===== config.mk =====
export PLATFORM = sky130hd
export DESIGN_NAME = brownout_wdt
export DESIGN_NICKNAME = d
export VERILOG_FILES = /design/src/rtl/brownout_wdt.sv
export SDC_FILE = /design/constraint.sdc
export NUM_CORES = 1
export LEC_CHECK = 0
export ABC_AREA = 1
export BUFFER_PORTS_ARGS = -buffer_cell sky130_fd_sc_hd__buf_2
export CORE_MARGIN = 2
export CORE_UTILIZATION = 54
export DETAILED_ROUTE_END_ITERATION = 7
export HOLD_SLACK_MARGIN = 0.1
export PLACE_DENSITY_LB_ADDON = 0.3
export SLEW_MARGIN = 20
export SYNTH_ARGS = -nofsm -noshare
export SYNTH_HDL_FRONTEND = slang
export SYNTH_SLANG_ARGS = --single-unit
export TNS_END_PERCENT = 5

===== constraint.sdc =====
create_clock -name clk -period 1.6 [get_ports clk]
set_input_delay 0.16 -clock clk [delete_from_list [all_inputs] [get_ports clk]]
set_output_delay 0.16 -clock clk [all_outputs]
set_load 0.01 [all_outputs]

===== src/rtl/brownout_wdt.sv =====
module brownout_wdt #(
  parameter int FILT_CYC       = 64,
  parameter int HOLD_CYC       = 144,
  parameter int TICKS_PER_UNIT = 250,
  parameter int PER_W          = 3
) (
  input  logic             clk,
  input  logic             por_n,
  input  logic             lowv,
  input  logic             tick,
  input  logic             cfg_we,
  input  logic             cfg_en,
  input  logic             cfg_clr,
  input  logic [PER_W-1:0] cfg_period,
  output logic             chip_rst
);
  localparam int FW = $clog2(FILT_CYC + 1);
  localparam int HW = $clog2(HOLD_CYC + 1);
  localparam int TW = $clog2(TICKS_PER_UNIT + 1);
  localparam int UW = PER_W + 1;

  typedef enum logic [1:0] {S_RUN = 2'd0, S_LOW = 2'd1, S_HOLD = 2'd2} st_t;

  st_t             state;
  logic [FW-1:0]   flt;
  logic [HW-1:0]   hcnt;
  logic            wd_en;
  logic [PER_W-1:0] wd_per;
  logic [TW-1:0]   tdiv;
  logic [UW-1:0]   wd_units;

  wire run   = (state == S_RUN);
  wire trip  = lowv && (flt == FW'(FILT_CYC - 1));
  wire restart = cfg_we && cfg_clr;
  wire unit_end = tick && (tdiv == TW'(TICKS_PER_UNIT - 1));
  wire wd_ovf = run && wd_en && !restart && unit_end && (wd_units >= {1'b0, wd_per});

  assign chip_rst = !run;

  always_ff @(posedge clk or negedge por_n)
    if (!por_n)                           flt <= '0;
    else if (!lowv)                       flt <= '0;
    else if (flt != FW'(FILT_CYC - 1))    flt <= flt + 1'b1;

  always_ff @(posedge clk or negedge por_n)
    if (!por_n) begin
      state <= S_HOLD;
      hcnt  <= '0;
    end else begin
      case (state)
        S_RUN:
          if (trip) state <= S_LOW;
          else if (wd_ovf) begin
            state <= S_HOLD;
            hcnt  <= '0;
          end
        S_LOW:
          if (!lowv) begin
            state <= S_HOLD;
            hcnt  <= '0;
          end
        default:
          if (trip) state <= S_LOW;
          else if (hcnt == HW'(HOLD_CYC - 1)) state <= S_RUN;
          else hcnt <= hcnt + 1'b1;
      endcase
    end

  always_ff @(posedge clk or negedge por_n)
    if (!por_n) begin
      wd_en    <= 1'b0;
      wd_per   <= '1;
      tdiv     <= '0;
      wd_units <= '0;
    end else if (!run) begin
      wd_en    <= 1'b0;
      wd_per   <= '1;
      tdiv     <= '0;
      wd_units <= '0;
    end else begin
      if (cfg_we) begin
        if (cfg_en) wd_en <= 1'b1;
        wd_per <= cfg_period;
      end
      if (restart) begin
        tdiv     <= '0;
        wd_units <= '0;
      end else if (wd_en && tick) begin
        if (unit_end) begin
          tdiv     <= '0;
          wd_units <= wd_units + 1'b1;
        end else begin
          tdiv <= tdiv + 1'b1;
        end
      end
    end
endmodule


Yosys cells after proc, flatten, opt, wreduce, memory -nomap -nowiden

Index checks and enable logic that the tools add are counted.

Multiplexer cells: 27
Reduce and logical (&&, ||, !) cells: 16
$lt $le $gt $ge: 1
Equal/unequal tests: 16
$add $sub $neg: 4

Operators by type and width:

| cell                                                  | number |
|---|---|
| two-way mux 8 bit                                     | 9 |
| adder 8 x 1 -> 8 bit, second input constant           | 2 |
| equality test 8 bit, second input constant            | 2 |
| two-way mux 4 bit                                     | 4 |
| case mux 8 bit (2 select lines)                       | 1 |
| two-way mux 7 bit                                     | 2 |
| two-way mux 2 bit                                     | 5 |
| inequality test 3 x 1 -> 1 bit, second input constant | 3 |
| logical AND 1 bit                                     | 8 |
| inequality test 2 bit, second input constant          | 4 |
| adder 7 x 1 -> 7 bit, second input constant           | 1 |
| equality test 7 x 6 -> 1 bit, second input constant   | 1 |
| inequality test 7 x 6 -> 1 bit, second input constant | 1 |
| two-way mux 3 bit                                     | 2 |
| inequality test 2 x 1 -> 1 bit, second input constant | 3 |
| AND reduction 5 bit                                   | 1 |
| adder 4 x 1 -> 4 bit, second input constant           | 1 |
| greater-or-equal comparator 4 x 3 -> 1 bit            | 1 |
| case mux 2 bit (2 select lines)                       | 1 |
| AND reduction 2 bit                                   | 2 |
| nonzero test 4 bit                                    | 1 |
| two-way mux 1 bit                                     | 3 |
| inequality test 3 x 2 -> 1 bit, second input constant | 1 |
| AND reduction 3 bit                                   | 1 |
| 3 further kinds                                       | 4 |

Word-level logic and storage cells: 71
Input port bits: 10
Output and inout port bits: 1
Register bits after elaboration: 33

Logic depth before layout (Yosys ltp)

Depth in word-level cells: 8
Gate-level depth with buffers: 14
Depth with buffers taken out: 14

Worst setup path before layout

No wires, ideal clock.

Path type: reg-to-reg
Start: reg wd_per[2]
End: reg hcnt[7]
Setup time: 0.121 ns
Cell stages (with the launch flop): 13
Required time: 1.479 ns
Clock period less this slack: 1.597 ns
Arrival time: 1.476 ns
Path slack: 0.003 ns
Buffers on the path: 1
Cells stage by stage: dfstp_2 > inv_1 > ha_1 > inv_1 > nor2_1 > nand2_1 > nand3_1 > nand2_1 > nand2_2 > nand2_4 > buf_12 > nand2_4 > o21ai_2

Longest elaborated chain between the ends: 4

Ends and longest elaborated chain:

| element                                    | RTL line | RTL |
|---|---|---|
| from (decl)                                | 28       | `logic [PER_W-1:0] wd_per;` |
| from (signal assigned)                     | 83       | `wd_per <= cfg_period;` |
| greater-or-equal comparator 4 x 3 -> 1 bit | 36       | `wire wd_ovf = run && wd_en && !restart && unit_end && (wd_units >= {1'b0, wd_per});` |
| logical AND 1 bit                          | 36       |  |
| inequality test 2 x 1 -> 1 bit (no line)   | --       |  |
| AND reduction 5 bit (no line)              | --       |  |
| to (signal assigned)                       | 65       | `else hcnt <= hcnt + 1'b1;` |
| to (decl)                                  | 26       | `logic [HW-1:0] hcnt;` |

No other way between the ends.
A chain may end at the register's enable or synchronous reset.

Worst setup path after layout

Start: reg wd_per[2]
End: reg hcnt[1]

Same word-level chain as after synthesis.

==> key figures <==
Timing
  – Worst slew slack as a fraction of its limit: a little under three quarters
  – Final setup vio count: 1
  – Final cycle utilization of the critical path: 100.3%
  – Hold Violations, Final: 0
  – Time the worst path needs with I/O delays and setup: 1.604 ns
  – Count of pins over their slew limit: 0
  – Unrepaired setup endpoints after global routing: true
  – Transition at the pin with the smallest max-transition slack: ~0.42 ns
  – Highest clock rate: 623.3 MHz
  – Smallest setup slack after layout: -0.004276 ns
  – Clock Skew: between 0.01 and 0.015 ns

Synthesis
  – Warning count from the yosys run: 0
  – Combinational family with the most area after synthesis: simple AND/OR/NAND/NOR gates
  – Top cells by area in the synthesized netlist: sky130_fd_sc_hd__dfrtp_1 (38%), sky130_fd_sc_hd__nand2_1 (8.2%), sky130_fd_sc_hd__dfstp_2 (5.4%)
  – Number of distinct library cells after synthesis: 34
  – Synth area leader: sky130_fd_sc_hd__dfrtp_1
  – Post-synthesis async set-or-reset flop share: 100.0%
  – Leading register cell type out of synthesis: sky130_fd_sc_hd__dfrtp_1
  – Net count of the mapped netlist: 243
  – Post-synthesis simple-gate area fraction: 29.24%
  – Synthesized-area fraction occupied by ao, oa, aoi and oai cells: 11.32%
  – Seq/Total Area, Yosys: 42.95%
  – Number of enable-type register cells in the synthesized netlist: 0
  – Syn avg cell area: around 8.6 um^2
  – Area share of the leading cell type in the synthesized netlist: 37.52%
  – Adder-Cell Fraction of Synth Area: between 5 and 6%
  – Cell area after synthesis: about 0.0019 mm^2
  – Post-synthesis mux area share: 1.035%
  – Synth Register Bits: 33
  – Fraction of synthesized cell area in xor and xnor cells: roughly 1.8%
  – Instance count of the mapped netlist: between 200 and 250

CTS
  – TritonCTS clock tree: yes
  – Number of levels the H-tree was split into: 2
  – Maximum buffer depth of the clock tree: 2
  – Number of buffers created by CTS: 5
  – CTS root buf: sky130_fd_sc_hd__clkbuf_4
  – Clk_lat worst skew: 0.33 ns
  – Clock sink count: 33
  – Clock-pin slew of the registers on the worst-case setup and hold paths: approximately 0.10 ns

Cells and area
  – Layout overhead on the synthesized area: 23.16%
  – Count of antenna diodes in the layout: 0
  – Core utilization of the finished layout: 70.28%
  – Layout Nets: 280
  – Area taken by multi-input logic gates: between 0.001 and 0.0015 mm^2
  – Most frequent cells in the layout: sky130_fd_sc_hd__nand2_1 (38), sky130_fd_sc_hd__dfrtp_1 (29), sky130_fd_sc_hd__inv_1 (23)
  – Filler Cell Count: 254
  – Share of final-layout standard cells stronger than drive strength 1: between 30 and 40%
  – Combined flip-flop and latch cell area: 830.8 um^2
  – Most common library cell in the layout ignoring fill and taps: sky130_fd_sc_hd__nand2_1

Hold path
  – Min-delay worst type: in2reg
  – Terminating pin of the worst hold path: wd_en
  – Hold Startpoint: cfg_en
  – Min-Delay Path Depth: 5

Floorplanning
  – Initial Utilization: 57.07%
  – I/O pin cnt: 11
  – FP Rows: 21
  – Placeable Area: between 0.003 and 0.004 mm^2
  – Die width: 63.85 um
  – Die area: 0.004077 mm^2
  – Die span in y: about 64 um

Drt
  – Number of nets with antenna violations after detailed routing: 0
  – Number of design-rule violations left by the first detailed-router iteration: 77
  – Ratio of routed vias to standard cells: between 5 and 6
  – Vias after detailed routing: roughly 1.6k
  – Post-detailed-routing wire length: 3.711 mm
  – DRC errors left: 0
  – Drt pass-1 iters: 4
  – Per-cell routed wire length: about 12 um

Placement
  – Detailed placement HPWL: 2.591 mm
  – Worst slack at placement: -0.09508 ns
  – GPL Wtd Cong: 0.8331
  – I/O Buffers: 10

Worst setup path
  – Crit path arrival time: between 1.5 and 2 ns
  – Launching point of the worst reg2reg path: wd_per[2]
  – Kind of start point of the critical path: flop
  – CP Data Required Time: between 1.5 and 2 ns
  – Worst Path Max Fanout: 8
  – Worst-case reg-to-reg path depth: 11
  – Element type at the critical path end: flop
  – Setup slack of the most critical reg-to-reg path: -0.004 ns
  – Reg-to-Reg End: hcnt[1]
  – WS Path Type: reg2reg

Power
  – Part of the total power dissipated in the clock network: roughly 34%
  – Part of the total power dissipated in combinational logic: between 10% and 20%
  – Internal power summed over all cells: about 1.4 mW
  – Switching portion of total power: about 25%
  – P_leak: 1.118 nW
  – Sequential group share of total power: around half
  – Power per cell area: around 800 mW/mm^2
  – Peak ir drop on the vdd network: about 730 uV
  – Switching component of the power: 0.4817 mW

Outcome
  – Result of the run: finished with violations
  – Violated checks: negative setup slack

GRT
  – Overflow left after global routing: 0
  – Via count of the first global-routing pass: 1569
  – Number of antenna violations at the first check in global routing: 0
  – Global Route Usage Sum: a little over a fifth
  – Largest net degree at the start of global routing: 18
  – Global-route wire length before repair: around 6.6 mm

Run
  – Count of max-cap constraint violations: 0
[final cells by class]
type                       count  area share, %
timing repair buffer          32          10.08
inverter                      35          5.515
clock inverter                 1          1.261
clock buffer                   7          2.311
tap                           46          2.416
sequential                    33          34.87
multi-input combinational    155          43.54
[cell usage after synthesis (2+ instances only)]
| cell | count |
|---|---|
| sky130_fd_sc_hd__o21ai_1 | 5 |
| sky130_fd_sc_hd__a21oi_1 | 9 |
| sky130_fd_sc_hd__nand3b_1 | 2 |
| sky130_fd_sc_hd__xor2_1 | 3 |
| sky130_fd_sc_hd__nand2_4 | 5 |
| sky130_fd_sc_hd__inv_2 | 8 |
| sky130_fd_sc_hd__o21ai_2 | 9 |
| sky130_fd_sc_hd__dfstp_2 | 4 |
| sky130_fd_sc_hd__nand2_2 | 5 |
| sky130_fd_sc_hd__nor2_1 | 17 |
| sky130_fd_sc_hd__nor2_2 | 2 |
| sky130_fd_sc_hd__o211ai_1 | 2 |
| sky130_fd_sc_hd__nand3_1 | 17 |
| sky130_fd_sc_hd__ha_1 | 8 |
| sky130_fd_sc_hd__mux2i_1 | 2 |
| sky130_fd_sc_hd__nand3_2 | 2 |
| sky130_fd_sc_hd__nand4_1 | 4 |
| sky130_fd_sc_hd__nor3_1 | 5 |
| sky130_fd_sc_hd__o21ai_0 | 6 |
| sky130_fd_sc_hd__inv_1 | 26 |
| sky130_fd_sc_hd__dfrtp_1 | 29 |
| sky130_fd_sc_hd__nand2_1 | 42 |
| sky130_fd_sc_hd__nor2_8 | 2 |
[per-layer routing]
metal	track usage (%)	part of all wire (%)
met3	4.754	2.8
met4	8.152	1.3
met2	34.90	48
met1	26.35	48
met5	0	0
[worst max-delay path by stage]
stage | start | to | slack (ns)
floorplan | wd_per[2] | hcnt[7] | 0.003
global placement | wd_per[1] | hcnt[3] | -0.05
detailed placement | wd_per[1] | hcnt[2] | -0.1
CTS | wd_per[2] | state[0] | -0.03
global route | hcnt[1] | hcnt[0] | -0.11
finish | wd_per[2] | hcnt[1] | -0.004
[stage by stage]
stage / cell area (um^2) / power [mW] / setup TNS [ns] / cells / hold WS, ns
2_1_floorplan: 1934 / 1.096 / 0 / 225 / -0.1356
3_3_place_gp: 2135 / 1.204 / -0.3409 / 293 / 0.1112
3_5_place_dp: 2135 / 1.211 / -0.6019 / 293 / 0.1206
4_1_cts: 2320 / 1.885 / -0.1461 / 307 / 0.1154
5_1_grt: 2382 / 2.017 / -0.8304 / 309 / 0.1437
6_report: 2382 / 1.895 / -0.004276 / 309 / 0.1196
[registers in the layout, summed over array words and instances, names as in the netlist]
register,count
hcnt,8
tdiv,8
flt,7
wd_units,4
wd_per,3
state,2
wd_en,1
[timing repair]
| action | in CTS | in global routing |
|---|---|---|
| hold buffers | 5 | 0 |
| endpoints found under the hold margin | 34 | 0 |
| gates cloned | 1 | 0 |
| endpoints found under the setup margin | 8 | 14 |
| gates resized for setup | 10 | 10 |
| buffers inserted | 0 | 2 |
| pin swaps | 6 | 9 |
[critical path, cell delays in order, from the launching register on]
cell	delay [ns]
sky130_fd_sc_hd__dfstp_2	0.54
sky130_fd_sc_hd__inv_2	0.04
sky130_fd_sc_hd__ha_4	0.25
sky130_fd_sc_hd__inv_2	0.03
sky130_fd_sc_hd__nor2_2	0.06
sky130_fd_sc_hd__nand2_1	0.06
sky130_fd_sc_hd__nand3_2	0.06
sky130_fd_sc_hd__nand2_2	0.06
sky130_fd_sc_hd__nand2_4	0.13
sky130_fd_sc_hd__nand2_8	0.11
sky130_fd_sc_hd__nand2_1	0.09
sky130_fd_sc_hd__o21ai_2	0.05
[power groups by stage]
stage	Sequential [mW]	Clock [mW]	Combinational, mW
after global placement	0.935	0	0.270
final	0.927	0.651	0.316
after floorplan	0.937	0	0.159
after detailed placement	0.936	0	0.275
after global routing	0.935	0.709	0.373
after CTS	0.923	0.665	0.297
[logic make-up after synthesis]
| family | count (synthesis) |
|---|---|
| simple gates | 106 |
| buf+inv | 38 |
| compound gates | 34 |
| flops | 33 |
| fa+ha+maj | 8 |
| xor+xnor | 4 |
| mux | 2 |
Note: power is estimated with default switching activity, not from simulation.
